--- src/rtl/sdtm_pkg.sv ---
// Shared types for the SDRAM timing monitor: command encoding, rule codes
// and the burst-to-clock conversion. Codes are ordered by priority.
package sdtm_pkg;

    typedef enum logic [3:0] {
        OP_NOP  = 4'd0,
        OP_ACT  = 4'd1,
        OP_RD   = 4'd2,
        OP_RDA  = 4'd3,
        OP_WR   = 4'd4,
        OP_WRA  = 4'd5,
        OP_PRE  = 4'd6,
        OP_PREA = 4'd7,
        OP_REF  = 4'd8
    } sd_op_e;

    typedef enum logic [3:0] {
        E_NONE     = 4'd0,
        E_RW_IDLE  = 4'd1,
        E_ACT_BUSY = 4'd2,
        E_RCD      = 4'd3,
        E_RAS      = 4'd4,
        E_RC       = 4'd5,
        E_RRD      = 4'd6,
        E_RP       = 4'd7,
        E_WR       = 4'd8,
        E_WTR      = 4'd9,
        E_REF_BUSY = 4'd10
    } sd_err_e;

    // Data clocks taken by one burst, from the length select and beat rate.
    function automatic int burst_clocks(input logic [1:0] sel, input logic two_beats);
        int beats;
        case (sel)
            2'd0:    beats = 2;
            2'd1:    beats = 4;
            default: beats = 8;
        endcase
        return two_beats ? beats / 2 : beats;
    endfunction

endpackage

--- src/rtl/sdtm_bank.sv ---
// Per-bank tracker. Holds the open and auto-precharge-pending state and one
// down-counter per spacing rule. A counter value of zero means the rule is met.
// Reports the lowest bank-local rule that the current command breaks.
// Assumes every timing parameter is at least 1 and tbl is at least 1.
module sdtm_bank
    import sdtm_pkg::*;
#(
    parameter int T_RCD = 3,
    parameter int T_RP  = 3,
    parameter int T_WR  = 3,
    parameter int T_WTR = 2,
    parameter int CNT_W = 6
) (
    input  logic             clk,
    input  logic             rst_n,
    input  logic             sel,
    input  sd_op_e           op,
    input  logic [CNT_W-1:0] tbl,
    output sd_err_e          bank_err
);

    localparam logic [CNT_W-1:0] RCD_LD  = CNT_W'(T_RCD - 1);
    localparam logic [CNT_W-1:0] RAS_OFS = CNT_W'(T_RCD - 1);
    localparam logic [CNT_W-1:0] RC_OFS  = CNT_W'(T_RCD + T_RP - 1);
    localparam logic [CNT_W-1:0] RP_LD   = CNT_W'(T_RP - 1);
    localparam logic [CNT_W-1:0] WR_OFS  = CNT_W'(T_WR - 2);
    localparam logic [CNT_W-1:0] WTR_OFS = CNT_W'(T_WTR - 2);
    localparam logic [CNT_W-1:0] ONE     = CNT_W'(1);

    logic             open_q, ap_q;
    logic [CNT_W-1:0] rcd_q, ras_q, rc_q, rp_q, wr_q, wtr_q, apc_q;
    logic             hit_act, hit_rd, hit_wr, hit_pre, hit_ref, hit_auto;

    // Decode which events of the command concern this bank.
    always_comb begin
        hit_act  = sel && (op == OP_ACT);
        hit_rd   = sel && (op == OP_RD || op == OP_RDA);
        hit_wr   = sel && (op == OP_WR || op == OP_WRA);
        hit_auto = sel && (op == OP_RDA || op == OP_WRA);
        hit_pre  = (sel && op == OP_PRE) || (op == OP_PREA);
        hit_ref  = (op == OP_REF);
    end

    // Pick the lowest-numbered bank-local rule broken by this command.
    always_comb begin
        bank_err = E_NONE;
        if ((hit_rd || hit_wr) && !open_q)            bank_err = E_RW_IDLE;
        else if (hit_act && (open_q || ap_q))         bank_err = E_ACT_BUSY;
        else if ((hit_rd || hit_wr) && rcd_q != '0)   bank_err = E_RCD;
        else if (hit_pre && open_q && ras_q != '0)    bank_err = E_RAS;
        else if (hit_act && rc_q != '0)               bank_err = E_RC;
        else if (hit_act && rp_q != '0)               bank_err = E_RP;
        else if (hit_pre && open_q && wr_q != '0)     bank_err = E_WR;
        else if (hit_rd && wtr_q != '0)               bank_err = E_WTR;
        else if (hit_ref && (open_q || ap_q))         bank_err = E_REF_BUSY;
    end

    // Advance the counters and apply the command to the bank state.
    always_ff @(posedge clk) begin
        if (!rst_n) begin
            open_q <= 1'b0;
            ap_q   <= 1'b0;
            rcd_q  <= '0;
            ras_q  <= '0;
            rc_q   <= '0;
            rp_q   <= '0;
            wr_q   <= '0;
            wtr_q  <= '0;
            apc_q  <= '0;
        end else begin
            rcd_q <= (rcd_q == '0) ? '0 : rcd_q - ONE;
            ras_q <= (ras_q == '0) ? '0 : ras_q - ONE;
            rc_q  <= (rc_q  == '0) ? '0 : rc_q  - ONE;
            rp_q  <= (rp_q  == '0) ? '0 : rp_q  - ONE;
            wr_q  <= (wr_q  == '0) ? '0 : wr_q  - ONE;
            wtr_q <= (wtr_q == '0) ? '0 : wtr_q - ONE;
            if (ap_q) begin
                if (apc_q == '0) begin
                    ap_q <= 1'b0;
                    rp_q <= RP_LD;
                end else begin
                    apc_q <= apc_q - ONE;
                end
            end
            if (hit_pre && open_q) begin
                open_q <= 1'b0;
                rp_q   <= RP_LD;
            end
            if ((hit_rd || hit_wr) && open_q) begin
                if (hit_wr) begin
                    wr_q  <= tbl + WR_OFS;
                    wtr_q <= tbl + WTR_OFS;
                end
                if (hit_auto) begin
                    open_q <= 1'b0;
                    ap_q   <= 1'b1;
                    apc_q  <= hit_rd ? tbl - ONE : tbl + WR_OFS;
                end
            end
            if (hit_act) begin
                open_q <= 1'b1;
                ap_q   <= 1'b0;
                rcd_q  <= RCD_LD;
                ras_q  <= tbl + RAS_OFS;
                rc_q   <= tbl + RC_OFS;
            end
        end
    end

    // a bank is never open and pending auto-precharge at once.
    p_open_or_pending_r11: assert property (@(posedge clk) disable iff (!rst_n)
        !(open_q && ap_q));

    // a pending close that expires starts the precharge wait.
    p_auto_close_r11: assert property (@(posedge clk) disable iff (!rst_n)
        (ap_q && apc_q == '0 && !hit_act) |=> (!ap_q && rp_q == RP_LD));

    // since tRAS exceeds tRCD, a legal precharge always finds tRCD met.
    p_ras_after_rcd_r5: assert property (@(posedge clk) disable iff (!rst_n)
        (hit_pre && open_q && ras_q == '0) |-> (rcd_q == '0));

endmodule

--- src/rtl/sdtm_act_spacing.sv ---
// Shared activate-to-activate spacing tracker across banks. Remembers the
// bank of the last ACTIVATE and counts down the spacing to a different bank.
module sdtm_act_spacing
    import sdtm_pkg::*;
#(
    parameter int T_RRD  = 2,
    parameter int BANK_W = 2,
    parameter int CNT_W  = 6
) (
    input  logic              clk,
    input  logic              rst_n,
    input  logic              act,
    input  logic [BANK_W-1:0] bank,
    output sd_err_e           rrd_err
);

    localparam logic [CNT_W-1:0] RRD_LD = CNT_W'(T_RRD - 1);

    logic [CNT_W-1:0]  rrd_q;
    logic [BANK_W-1:0] last_q;

    // Flag an ACTIVATE to another bank before the spacing has run out.
    always_comb begin
        rrd_err = (act && rrd_q != '0 && bank != last_q) ? E_RRD : E_NONE;
    end

    // Restart the spacing on every ACTIVATE, otherwise count down.
    always_ff @(posedge clk) begin
        if (!rst_n) begin
            rrd_q  <= '0;
            last_q <= '0;
        end else if (act) begin
            rrd_q  <= RRD_LD;
            last_q <= bank;
        end else if (rrd_q != '0) begin
            rrd_q <= rrd_q - CNT_W'(1);
        end
    end

    // the spacing counter never exceeds its load value.
    p_rrd_bound_r7: assert property (@(posedge clk) disable iff (!rst_n)
        rrd_q <= RRD_LD);

endmodule

--- src/rtl/sdtm_err_merge.sv ---
// Reduces the rule codes of all sources to the lowest nonzero code.
module sdtm_err_merge
    import sdtm_pkg::*;
#(
    parameter int NUM_SRC = 5
) (
    input  sd_err_e codes [NUM_SRC],
    output sd_err_e best
);

    // Walk all sources and keep the smallest nonzero code.
    always_comb begin
        best = E_NONE;
        for (int i = 0; i < NUM_SRC; i++) begin
            if (codes[i] != E_NONE && (best == E_NONE || codes[i] < best))
                best = codes[i];
        end
    end

endmodule

--- src/rtl/sdtm_monitor.sv ---
// Passive SDRAM bank timing monitor. Takes one decoded command per clock and
// reports, in the following clock, the lowest rule that the command breaks.
// Assumes bl_sel and ddr_mode stay static while commands flow.
module sdtm_monitor
    import sdtm_pkg::*;
#(
    parameter int NUM_BANKS = 4,
    parameter int T_RCD     = 3,
    parameter int T_RP      = 3,
    parameter int T_RRD     = 2,
    parameter int T_WR      = 3,
    parameter int T_WTR     = 2,
    parameter int CNT_W     = 6,
    localparam int BANK_W   = $clog2(NUM_BANKS),
    localparam int NUM_SRC  = NUM_BANKS + 1
) (
    input  logic              clk,
    input  logic              rst_n,
    input  logic [3:0]        cmd_op,
    input  logic [BANK_W-1:0] cmd_bank,
    input  logic [1:0]        bl_sel,
    input  logic              ddr_mode,
    output logic              err_valid,
    output logic [3:0]        err_code
);

    sd_op_e           op;
    logic [CNT_W-1:0] tbl;
    sd_err_e          codes [NUM_SRC];
    sd_err_e          worst;

    // Decode the opcode and the burst duration in clocks.
    always_comb begin
        op  = sd_op_e'(cmd_op);
        tbl = CNT_W'(burst_clocks(bl_sel, ddr_mode));
    end

    for (genvar b = 0; b < NUM_BANKS; b++) begin : g_bank
        sdtm_bank #(
            .T_RCD(T_RCD), .T_RP(T_RP), .T_WR(T_WR), .T_WTR(T_WTR), .CNT_W(CNT_W)
        ) u_bank (
            .clk     (clk),
            .rst_n   (rst_n),
            .sel     (cmd_bank == BANK_W'(b)),
            .op      (op),
            .tbl     (tbl),
            .bank_err(codes[b])
        );
    end

    sdtm_act_spacing #(
        .T_RRD(T_RRD), .BANK_W(BANK_W), .CNT_W(CNT_W)
    ) u_spacing (
        .clk    (clk),
        .rst_n  (rst_n),
        .act    (op == OP_ACT),
        .bank   (cmd_bank),
        .rrd_err(codes[NUM_BANKS])
    );

    sdtm_err_merge #(.NUM_SRC(NUM_SRC)) u_merge (
        .codes(codes),
        .best (worst)
    );

    // Register the flag and code so each violation is a one-cycle pulse.
    always_ff @(posedge clk) begin
        if (!rst_n) begin
            err_valid <= 1'b0;
            err_code  <= 4'd0;
        end else begin
            err_valid <= (worst != E_NONE);
            err_code  <= worst;
        end
    end

    // the flag and the code agree.
    p_flag_code_r1: assert property (@(posedge clk) disable iff (!rst_n)
        err_valid == (err_code != 4'd0));

    // a NOP is never reported.
    p_nop_quiet_r1: assert property (@(posedge clk) disable iff (!rst_n)
        (cmd_op == 4'd0) |=> !err_valid);

    // a spacing report always follows an ACTIVATE.
    p_rrd_src_r7: assert property (@(posedge clk) disable iff (!rst_n)
        (err_code == 4'd6) |-> ($past(cmd_op) == 4'd1));

    // a write-to-read report always follows a READ.
    p_wtr_src_r10: assert property (@(posedge clk) disable iff (!rst_n)
        (err_code == 4'd9) |-> ($past(cmd_op) == 4'd2 || $past(cmd_op) == 4'd3));

    // a refresh report always follows a REFRESH.
    p_ref_src_r12: assert property (@(posedge clk) disable iff (!rst_n)
        (err_code == 4'd10) |-> ($past(cmd_op) == 4'd8));

endmodule

--- config.mk ---
export PLATFORM = sky130hd
export DESIGN_NAME = sdtm_monitor
export DESIGN_NICKNAME = d
export VERILOG_FILES = /design/src/rtl/sdtm_pkg.sv /design/src/rtl/sdtm_bank.sv /design/src/rtl/sdtm_act_spacing.sv /design/src/rtl/sdtm_err_merge.sv /design/src/rtl/sdtm_monitor.sv
export SDC_FILE = /design/constraint.sdc
export NUM_CORES = 1
export LEC_CHECK = 0
export BUFFER_PORTS_ARGS = -buffer_cell sky130_fd_sc_hd__buf_2
export CAP_MARGIN = 15
export CORE_ASPECT_RATIO = 0.75
export CORE_MARGIN = 2
export CORE_UTILIZATION = 50
export CTS_CLUSTER_DIAMETER = 60
export DETAILED_ROUTE_END_ITERATION = 10
export GPL_ROUTABILITY_DRIVEN = 0
export PLACE_DENSITY_LB_ADDON = 0.1
export SLEW_MARGIN = 20
export SYNTH_ARGS = -nofsm -noshare
export SYNTH_HDL_FRONTEND = slang
export SYNTH_SLANG_ARGS = --single-unit
--- constraint.sdc ---
create_clock -name clk -period 7.9 [get_ports clk]
set_input_delay 0.395 -clock clk [delete_from_list [all_inputs] [get_ports clk]]
set_output_delay 0.395 -clock clk [all_outputs]
set_load 0.01 [all_outputs]
==> summary.txt <==
Outcome
  – Status: complete, no violations

Detailed routing
  – Final WL: 26980 um
  – DRC errors left: 0
  – Starting DRT DRC Count: 729
  – Via Count: 9043
  – Pre-Repair DR Iteration Count: 5
  – Post-route ant nets: 0
  – Via-to-Cell Ratio: 5.582
  – WL/cell: 16.66 um

Power
  – Pwr dens: 373.9 nW/um^2
  – Total power: 4.288 mW
  – Static Leak: 4.620 nW
  – Max VDD drop: 0.2245 mV

Floorplanning
  – Rows: 45
  – CORE AREA: 20440 um^2
  – Die ar.: 22250 um^2
  – Die Wd: 171.6 um
  – Chip height: 129.7 um
  – Initial Util: 0.5152
  – Ports: 16

Yosys
  – Cell variety after synth: 79
  – Syn_area_per_cell: 7.965 um^2
  – Dominant synthesized flop cell: dfxtp_1
  – Synthesized area: 10530 um^2
  – Top-area cell type share of the netlist area: 0.3593
  – Synth area leader: dfxtp_1
  – Syn Inst Count: 1322
  – Seq/Total Area, Yosys: 0.3593
  – YS warnings: 0
  – Post-synth EDFFs: 0
  – Syn_nets: 1392
  – Top post-synthesis cells by area: dfxtp_1 36%, nor2_1 8.5%, ha_1 7.0%, xnor2_1 5.5%, a21oi_1 4.1%
  – Post-synthesis async set-or-reset flop share: 0
  – #FFs+latches synth: 189

Clock tree
  – CTS tree: done
  – Clk Tree Root Cell: clkbuf_16
  – Max clock buf depth: 2
  – H-tree levels: 4
  – Clk slew on worst S/H paths: 80 ps
  – CTS buffer count: 17
  – Later-pin clock latency in the skew report: 470 ps
  – Sink Count: 189

GRT
  – All-Layer GR Usage: 0.2549
  – Grt total ovfl: 0
  – Initial antenna violation count: 1
  – Wire length of the first global-routing pass: 43880 um
  – Vias in the first global route: 8245
  – Largest net degree at the start of global routing: 69

Timing
  – Worst hold margin: 268.4 ps
  – Fmax: 137.1 MHz
  – Worst Tran Pin Value: 1132 ps
  – Final Cycle Share: 0.9232
  – Final hold viol count: 0
  – Slew headroom: 0.2388
  – Final-report setup violation count: 0
  – Clock skew: 18.78 ps
  – RSZ-0062 raised after global routing: false
  – Min Tclk post-route: 7293 ps
  – Pins Over Slew Limit: 0
  – Setup TNS: 0 ps
  – Worst Slack Setup Final: 607.1 ps

Placement
  – Dpl hpwl: 19600 um
  – Worst slack, placed: 430.9 ps
  – Port Buf Inserts: 15

Worst setup path
  – Critical path type: reg -> reg
  – Crit. End Element: register
  – CP Buf/Inv Count: 3
  – Crit-path max cell delay: 500 ps
  – CP dominant cell by count: a21oi_1
  – CP Data Required Time: 8220 ps
  – Crit-path leading delay family: compound AO/OA/AOI/OAI gates
  – Worst-path fanout max: 6
  – Startpoint Class: register
  – CP arrival: 7610 ps
  – Slowest cell on crit path: or3b_2

Cells and area
  – Commonest non-fill, non-tap cell in the layout: nor2_1
  – Antenna Cells: 0
  – Share of cells above drive strength 1: 0.07250
  – Area Overhead vs Synth: 8.912%
  – Most frequent cells in the layout: 239 x nor2_1, 189 x dfxtp_1, 95 x nand2_1
  – Final net count: 1395
  – Finished Core Util: 0.5611

Min path
  – Worst Hold Class: in -> reg

Flow run
  – MaxCap Viol Count: 0
## sequential cells by signal (all words and copies together) (netlist names)
signal	cells
g_bank.u_bank.ras_q	24
u_spacing.rrd_q	6
g_bank.u_bank.rcd_q	24
g_bank.u_bank.wr_q	24
g_bank.u_bank.wtr_q	24
u_spacing.last_q	2
g_bank.u_bank.rp_q	24
g_bank.u_bank.open_q	4
g_bank.u_bank.rc_q	24
err_valid	1
err_code	4
g_bank.u_bank.apc_q	24
g_bank.u_bank.ap_q	4
## cell families (layout without fill, tap and decap cells)
logic type	after synthesis	count (layout)	share of synthesized area
buffers and inverters	128	144	0.04990
adder cells (fa/ha/maj)	60	60	0.07106
flip-flops	189	189	0.3593
multiplexers	6	6	0.006178
AND/OR/NAND/NOR	581	581	0.2646
AO/OA/AOI/OAI	249	249	0.1583
XOR/XNOR	109	109	0.09066
## metal layers
| metal | vias up | track usage | share of wire | wire [um] |
|---|---|---|---|---|
| met5 | - | 0 | 0 | 0 |
| met4 | 0 | 0.07029 | 0.016 | 443 |
| met3 | 34 | 0.05131 | 0.074 | 2001 |
| met2 | 269 | 0.3839 | 0.42 | 11220 |
| met1 | 4174 | 0.3699 | 0.49 | 13320 |
| li1 | 4566 | - | - | - |
## stage by stage
stage                     area [um^2]  instances
after floorplan                 10530       1322
after detailed placement        10840       1586
after global placement          10840       1586
final                           11470       1620
after CTS                       11450       1618
after global routing            11470       1620
## final timing paths
| check | start | end | slack (ps) | depth (start not counted) |
|---|---|---|---|---|
| max reg2reg | g_bank[0].u_bank.ras_q[0] | err_code[1] | 610 | 35 |
| min reg2reg | g_bank[1].u_bank.rp_q[0] | g_bank[1].u_bank.rp_q[0] | 430 | 1 |
| max | g_bank[0].u_bank.ras_q[0] | err_code[1] | 610 | 35 |
| min | cmd_bank[0] | u_spacing.last_q[0] | 270 | 3 |
## synthesized netlist by cell type (6+ instances only)
master	count
nor2b_1	9
o211ai_1	10
dfxtp_1	189
ha_1	59
clkbuf_1	33
or3_1	16
and2_1	7
a31oi_1	6
nand3_1	30
o21ai_0	29
o22a_1	17
o22ai_1	21
nand2_1	95
nand4_1	14
nor3_1	72
or4b_2	7
inv_1	80
xnor2_1	66
nand2b_1	32
nand3b_1	6
a211oi_1	33
nor2_1	239
nor3b_1	14
and3_1	7
a21oi_1	87
nor4_1	12
xor2_1	43
## power breakdown
group / switching [mW] / total, mW / internal, mW
Combinational: 1.07 / 1.94 / 0.868
Sequential: 0.219 / 1.47 / 1.25
Clock: 0.444 / 0.878 / 0.434
## worst register-to-register path: cells and delay by family, from the launching register on
family	cells	cell delay, ps
compound gates	23	4410
fa+ha+maj	5	1220
simple gates	4	1010
flops	1	330
buf+inv	3	170
## timing repair
action | in CTS | in global routing
gates resized for setup | 0 | 1
endpoints found under the setup margin | 0 | 3
setup buffers | 0 | 2
hold buffers | 0 | 0
## layout make-up
class / instances / area, um^2
inverters: 82 / 307.8
multi-input cells: 1005 / 6230
well taps: 282 / 352.8
clock inverters: 14 / 167.7
fillers: 1941 / 8970
clock buffers: 18 / 439.2
repair buffers: 30 / 187.7
flip-flops and latches: 189 / 3784
Power figures use the tool's default switching activity.
